## src/rtl/bps_pkg.sv

```systemverilog
package bps_pkg;

    typedef enum logic [3:0] {
        ST_IDLE,
        ST_CLEAR,
        ST_FAST,
        ST_LDO_PREP,
        ST_LDO_ON,
        ST_LDO_WAIT,
        ST_BIAS_ON,
        ST_REF_ON,
        ST_REF_WAIT,
        ST_LDO_NORM,
        ST_REF_NORM,
        ST_VB_CFG,
        ST_VB_ON,
        ST_DONE
    } seq_state_e;

    typedef struct packed {
        logic       mref_fast;
        logic [1:0] mref_ramp;
        logic       sbias_ena;
        logic       sbias_src;
        logic       ldo_fref;
        logic       ldo_sbias;
        logic       ldo_ena;
        logic       mbias_ena;
        logic       mref_buf_ena;
        logic [1:0] mref_div;
        logic       mref_ena;
        logic       vbuf_ena;
    } ctl_t;

    localparam ctl_t CTL_DEFAULT = '0;
    localparam logic [1:0] RAMP_SOFT = 2'b01;
    localparam logic [1:0] DIV_FAST  = 2'b11;
    localparam logic [1:0] DIV_NORM  = 2'b01;

endpackage

```

## src/rtl/bps_delay_timer.sv

```systemverilog
module bps_delay_timer #(
    parameter int W = 8
) (
    input  logic         clk,
    input  logic         rst_n,
    input  logic         clr,
    input  logic         load,
    input  logic [W-1:0] load_val,
    input  logic         dec,
    output logic         expired
);
    logic [W-1:0] cnt_q;

    always_ff @(posedge clk or negedge rst_n) begin
        if (!rst_n)
            cnt_q <= '0;
        else if (clr)
            cnt_q <= '0;
        else if (load)
            cnt_q <= load_val;
        else if (dec && cnt_q != '0)
            cnt_q <= cnt_q - 1'b1;
    end

    assign expired = (cnt_q == '0);
endmodule

```

## src/rtl/bps_step_decode.sv

```systemverilog
module bps_step_decode
    import bps_pkg::*;
(
    input  seq_state_e state,
    input  ctl_t       cur,
    output ctl_t       nxt
);
    always_comb begin
        nxt = cur;
        unique case (state)
            ST_CLEAR:    nxt = CTL_DEFAULT;
            ST_FAST: begin
                nxt.mref_fast = 1'b1;
                nxt.sbias_ena = 1'b1;
                nxt.sbias_src = 1'b1;
                nxt.mref_ramp = RAMP_SOFT;
            end
            ST_LDO_PREP: begin
                nxt.ldo_fref  = 1'b1;
                nxt.ldo_sbias = 1'b1;
            end
            ST_LDO_ON:   nxt.ldo_ena = 1'b1;
            ST_BIAS_ON: begin
                nxt.mbias_ena    = 1'b1;
                nxt.mref_buf_ena = 1'b1;
                nxt.mref_div     = DIV_FAST;
            end
            ST_REF_ON:   nxt.mref_ena = 1'b1;
            ST_LDO_NORM: begin
                nxt.ldo_fref  = 1'b0;
                nxt.ldo_sbias = 1'b0;
            end
            ST_REF_NORM: begin
                nxt.mref_fast = 1'b0;
                nxt.sbias_ena = 1'b0;
                nxt.mref_div  = DIV_NORM;
            end
            ST_VB_ON:    nxt.vbuf_ena = 1'b1;
            ST_IDLE, ST_LDO_WAIT, ST_REF_WAIT, ST_VB_CFG, ST_DONE: nxt = cur;
            default:     nxt = CTL_DEFAULT;
        endcase
    end
endmodule

```

## src/rtl/bias_powerup_seq.sv

```systemverilog
module bias_powerup_seq
    import bps_pkg::*;
#(
    parameter int unsigned CLK_KHZ = 50000,
    parameter int unsigned LDO_MS  = 300,
    parameter int unsigned REF_MS  = 150,
    parameter int          GAIN_W  = 1,
    parameter int          QB_W    = 1
) (
    input  logic              clk,
    input  logic              rst_n,
    input  logic              sw_rst_i,
    input  logic              start_i,
    input  logic [GAIN_W-1:0] vbuf_gain_i,
    input  logic [QB_W-1:0]   vbuf_qb_i,
    output logic              mref_fast_o,
    output logic [1:0]        mref_ramp_o,
    output logic              sbias_ena_o,
    output logic              sbias_src_o,
    output logic              ldo_fref_o,
    output logic              ldo_sbias_o,
    output logic              ldo_ena_o,
    output logic              mbias_ena_o,
    output logic              mref_buf_ena_o,
    output logic [1:0]        mref_div_o,
    output logic              mref_ena_o,
    output logic              vbuf_ena_o,
    output logic [GAIN_W-1:0] vbuf_gain_o,
    output logic [QB_W-1:0]   vbuf_qb_o,
    output logic              busy_o,
    output logic              done_o
);
    localparam int unsigned LDO_CYC = (LDO_MS * CLK_KHZ > 0) ? LDO_MS * CLK_KHZ : 1;
    localparam int unsigned REF_CYC = (REF_MS * CLK_KHZ > 0) ? REF_MS * CLK_KHZ : 1;
    localparam int unsigned MAX_CYC = (LDO_CYC > REF_CYC) ? LDO_CYC : REF_CYC;
    localparam int          TW      = $clog2(MAX_CYC + 1);
    localparam logic [TW-1:0] LDO_LOAD = TW'(LDO_CYC - 1);
    localparam logic [TW-1:0] REF_LOAD = TW'(REF_CYC - 1);

    seq_state_e state_q, state_d;
    ctl_t       ctl_q, ctl_nxt;
    logic [GAIN_W-1:0] gain_q;
    logic [QB_W-1:0]   qb_q;
    logic       tmr_load, tmr_dec, tmr_done;
    logic       cfg_live;

    assign tmr_load = (state_q == ST_LDO_ON) || (state_q == ST_REF_ON);
    assign tmr_dec  = (state_q == ST_LDO_WAIT) || (state_q == ST_REF_WAIT);
    assign cfg_live = (state_q == ST_VB_CFG) || (state_q == ST_VB_ON) || (state_q == ST_DONE);

    bps_delay_timer #(.W(TW)) i_timer (
        .clk      (clk),
        .rst_n    (rst_n),
        .clr      (sw_rst_i),
        .load     (tmr_load),
        .load_val ((state_q == ST_LDO_ON) ? LDO_LOAD : REF_LOAD),
        .dec      (tmr_dec),
        .expired  (tmr_done)
    );

    bps_step_decode i_decode (
        .state (state_q),
        .cur   (ctl_q),
        .nxt   (ctl_nxt)
    );

    // Next-state selection
    always_comb begin
        state_d = state_q;
        unique case (state_q)
            ST_IDLE:     if (start_i) state_d = ST_CLEAR;
            ST_CLEAR:    state_d = ST_FAST;
            ST_FAST:     state_d = ST_LDO_PREP;
            ST_LDO_PREP: state_d = ST_LDO_ON;
            ST_LDO_ON:   state_d = ST_LDO_WAIT;
            ST_LDO_WAIT: if (tmr_done) state_d = ST_BIAS_ON;
            ST_BIAS_ON:  state_d = ST_REF_ON;
            ST_REF_ON:   state_d = ST_REF_WAIT;
            ST_REF_WAIT: if (tmr_done) state_d = ST_LDO_NORM;
            ST_LDO_NORM: state_d = ST_REF_NORM;
            ST_REF_NORM: state_d = ST_VB_CFG;
            ST_VB_CFG:   state_d = ST_VB_ON;
            ST_VB_ON:    state_d = ST_DONE;
            ST_DONE:     state_d = ST_DONE;
            default:     state_d = ST_IDLE;
        endcase
    end

    // State register
    always_ff @(posedge clk or negedge rst_n) begin
        if (!rst_n)
            state_q <= ST_IDLE;
        else if (sw_rst_i)
            state_q <= ST_IDLE;
        else
            state_q <= state_d;
    end

    // Output register
    always_ff @(posedge clk or negedge rst_n) begin
        if (!rst_n) begin
            ctl_q  <= CTL_DEFAULT;
            gain_q <= '0;
            qb_q   <= '0;
        end else if (sw_rst_i) begin
            ctl_q  <= CTL_DEFAULT;
            gain_q <= '0;
            qb_q   <= '0;
        end else begin
            ctl_q  <= ctl_nxt;
            gain_q <= cfg_live ? vbuf_gain_i : '0;
            qb_q   <= cfg_live ? vbuf_qb_i   : '0;
        end
    end

    assign mref_fast_o    = ctl_q.mref_fast;
    assign mref_ramp_o    = ctl_q.mref_ramp;
    assign sbias_ena_o    = ctl_q.sbias_ena;
    assign sbias_src_o    = ctl_q.sbias_src;
    assign ldo_fref_o     = ctl_q.ldo_fref;
    assign ldo_sbias_o    = ctl_q.ldo_sbias;
    assign ldo_ena_o      = ctl_q.ldo_ena;
    assign mbias_ena_o    = ctl_q.mbias_ena;
    assign mref_buf_ena_o = ctl_q.mref_buf_ena;
    assign mref_div_o     = ctl_q.mref_div;
    assign mref_ena_o     = ctl_q.mref_ena;
    assign vbuf_ena_o     = ctl_q.vbuf_ena;
    assign vbuf_gain_o    = gain_q;
    assign vbuf_qb_o      = qb_q;
    assign busy_o         = (state_q != ST_IDLE) && (state_q != ST_DONE);
    assign done_o         = (state_q == ST_DONE);
endmodule

```

## config.mk

```make
export PLATFORM = sky130hd
export DESIGN_NAME = bias_powerup_seq
export DESIGN_NICKNAME = d
export VERILOG_FILES = /design/src/rtl/bps_pkg.sv /design/src/rtl/bps_delay_timer.sv /design/src/rtl/bps_step_decode.sv /design/src/rtl/bias_powerup_seq.sv
export SDC_FILE = /design/constraint.sdc
export NUM_CORES = 1
export LEC_CHECK = 0
export ABC_CLOCK_PERIOD_IN_PS = 6700
export BUFFER_PORTS_ARGS = -buffer_cell sky130_fd_sc_hd__buf_2
export CAP_MARGIN = 10
export CORE_MARGIN = 1
export CORE_UTILIZATION = 63
export CTS_CLUSTER_DIAMETER = 120
export CTS_CLUSTER_SIZE = 24
export DETAILED_ROUTE_END_ITERATION = 7
export PLACE_DENSITY = 0.95
export SYNTH_ARGS = -nofsm -noshare
export SYNTH_HDL_FRONTEND = slang
export SYNTH_SLANG_ARGS = --single-unit
```

## constraint.sdc

```tcl
create_clock -name clk -period 6.7 [get_ports clk]
set_input_delay 1.675 -clock clk [delete_from_list [all_inputs] [get_ports clk]]
set_output_delay 1.675 -clock clk [all_outputs]
set_load 0.005 [all_outputs]
```

==> results.md <==
* Syn_nets at 275
* Largest net degree at the start of global routing at 40
* # port buffers at 22
* I/O pin total at 24
* Die H at 62.94 µm
* Share of cells above drive strength 1 at 0.1398
* Vias in the first global route at 1851
* Critical Path AT at 1.70 ns
* Routed WL per cell at ~15 µm
* Outcome: finished clean
* CTS resizes at 0
* Seq/Total Area, Yosys at 0.4171
* Iteration count of the initial detailed-routing pass at 4
* PD cells at 190.7 nW/µm²
* CTS Buf Count at 5
* Leakage at 1.205 nW
* Setup Fix Bufs, Post-CTS at 0
* Placeable Area at around 3400 µm²
* Final setup fails at 0
* Synth unique cells at 58
* Post-route ant nets at 0
* HPWL Detailed at between 3 and 4 mm
* CTS Sinks at 39
* Cell Area, Placed at 2417 µm²
* Layout Nets at around 290
* WS Path Type: register to output port
* Async SR Flop Fraction at 1.000
* Layout area overhead at 6.792%
* Row count at 21
* GP Congestion at 0.8762
* Most common flop cell mapped by yosys: dfrtp_1
* Via count at between 2000 and 2500
* Tot GR Track Use at 0.2799
* Initial antenna violation count at 0
* Fin Setup TNS at 0 ns
* Tcrit/Tclk final at 0.5036
* Critical path required time at 5.03 ns
* Die area at 3961 µm²
* Max clock buf depth at 2
* 1st-iter DRT viols at roughly 130
* Mapped cell area at around 2300 µm²
* Max-cap violations at 0
* Via/cell ratio at 6.274
* Post-route DRC at 0
* Final wirelength at 5.031 mm
* Max FO, Critical Path at 18
* Clock slew at reported path FFs at 0.07 ns
* Clock Skew at 0.006357 ns
* Reg2reg start: state_q[0]
* RSZ-0062 raised after global routing: false
* Post-cts hold buffer count at 0
* Clock Latency Late Sink at about 0.3 ns
* Starting Density at 0.6798
* Hold Crit Class: register to register
* Worst path cell trace: clkinv_1 -> o21ai_0 -> buf_2
* Critical Path Sink Type: output port
* Maximum vdd drop at roughly 160 µV
* Final Util at 0.7259
* Worst-margin pin slew at roughly 0.84 ns
* Worst Path Buf+Inv at 2
* Relative slew slack at 0.4419
* # diodes at 0
* CTS H-tree depth at 2
* Critical Path Source Type: register
* Final min period at approximately 3.4 ns
* Post-Syn Area per Cell at between 8 and 9 µm²
* Yosys warns at 0
* Setup crit start: state_q[1]
* Post-synth EDFFs at 0
* Hold Path Origin: i_timer.cnt_q[8]
* First-pass GRT wire length at 8.659 mm
* Congestion Overflow GR at 0
* Die Width at 62.94 µm
* Crit-path leading delay family: flip-flops
* Gate Count Post-Synth at 267
* CTS root buf: clkbuf_8
* Yosys reg bits at 39
* FMAX at 296.4 MHz
* Max Slew Vio Count at 0
* Largest stage delay on the critical path at slightly below 0.7 ns
* Post-route design area at 2499 µm²
* Hold Vio Cnt, Final at 0
* CTS tree: yes
* Worst path slowest cell: dfrtp_1
==> sequential cells by signal, indices dropped and copies added, names as in the netlist <==
register and count:
i_timer.cnt_q 24, ldo_ena_o 1, ldo_fref_o 1, mbias_ena_o 1
mref_div_o 2, mref_ena_o 1, mref_fast_o 1, mref_ramp_o 1
state_q 4, vbuf_ena_o 1, vbuf_gain_o 1, vbuf_qb_o 1
==> layout make-up <==
class	count	area [µm²]
clock buffer	7	76.32
inverter	6	22.52
fill	268	943.4
multi-input combinational	204	1251
sequential	39	975.9
clock inverter	1	5.005
timing repair buffer	22	110.1
tap	46	57.56
==> Yosys cell counts, drive strengths merged (2+ instances only) <==
cell | n | area, µm²
a2111oi | 4 | 35.03
a211oi | 2 | 15.01
a21o | 7 | 53.80
a21oi | 24 | 123.9
a31oi | 5 | 31.28
and2 | 4 | 25.02
and3 | 3 | 20.02
buf | 8 | 52.55
clkbuf | 10 | 37.54
dfrtp | 39 | 975.9
ha | 2 | 25.02
inv | 5 | 18.77
mux2i | 2 | 20.02
nand2 | 25 | 93.84
nand2b | 7 | 43.79
nand3 | 11 | 55.05
nand3b | 2 | 15.01
nand4 | 6 | 37.54
nor2 | 25 | 93.84
nor2b | 2 | 12.51
nor3 | 9 | 50.05
nor4 | 4 | 40.04
nor4b | 3 | 26.28
o21ai | 11 | 55.05
o31ai | 2 | 15.01
o41ai | 2 | 17.52
or2 | 2 | 12.51
or3 | 3 | 18.77
or4 | 3 | 26.27
xnor2 | 2 | 17.52
xor2 | 13 | 113.9
==> power breakdown <==
| part | leakage, nW | internal [mW] | switching [mW] |
|---|---|---|---|
| clock | 0.0422 | 0.0730 | 0.0782 |
| combinational | 0.621 | 0.0275 | 0.0457 |
| sequential | 0.542 | 0.240 | 0.0120 |
==> stage by stage <==
step | power, mW | std cells | hold slack, ns | worst slack (ns)
3_3_place_gp | 0.3257 | 317 | 0.4987 | 3.580
5_1_grt | 0.4992 | 325 | 0.5500 | 3.186
6_report | 0.4766 | 325 | 0.5249 | 3.326
4_1_cts | 0.4792 | 325 | 0.5234 | 3.377
3_5_place_dp | 0.3283 | 317 | 0.5059 | 3.489
2_1_floorplan | 0.3085 | 267 | 0.4797 | 3.691
==> logic make-up (layout without fill, tap and decap cells) <==
family | after synthesis | in the layout | synth area share
other | 1 | 1 | 0.001603
adders and majority gates | 2 | 2 | 0.01069
and+or+nand+nor | 113 | 113 | 0.2588
muxes | 2 | 2 | 0.008556
AOI/OAI and AO/OA | 71 | 71 | 0.1989
DFF | 39 | 39 | 0.4171
xor gates and xnor gates | 15 | 15 | 0.05615
buffers and inverters | 24 | 36 | 0.04813
==> layout by cell type (no fill, tap or decap), types with 3 or more instances in the layout <==
cell type	count
dfrtp_1	39
nand2_1	25
nor2_1	25
a21oi_1	23
buf_2	22
xor2_1	13
o21ai_0	11
nand3_1	11
nor3_1	8
nand2b_1	7
nand4_1	6
a21o_1	6
inv_1	5
a31oi_1	5
clkbuf_8	5
and2_1	4
a2111oi_0	4
or3_1	3
nor4_1	3
nor4b_1	3
==> worst paths after layout <==
kind                                      to  slack, ns  cells past startpoint
min in group asynchronous      mref_div_o[1]       1.48                      1
hold reg to reg             i_timer.cnt_q[8]       0.52                      1
setup reg to reg           i_timer.cnt_q[20]       3.90                      6
hold / removal              i_timer.cnt_q[8]       0.52                      1
setup / recovery                      busy_o       3.33                      3
max in group asynchronous  i_timer.cnt_q[15]       4.69                      1
==> layer usage <==
layer	GRT usage	share of wire	vias to the layer above
met3	0.05292	0.050	10
met1	0.4091	0.47	993
met5	0	0	-
met2	0.4153	0.47	57
met4	0.09302	0.016	0
li1	-	-	979
(Power assumes the default switching activity.)
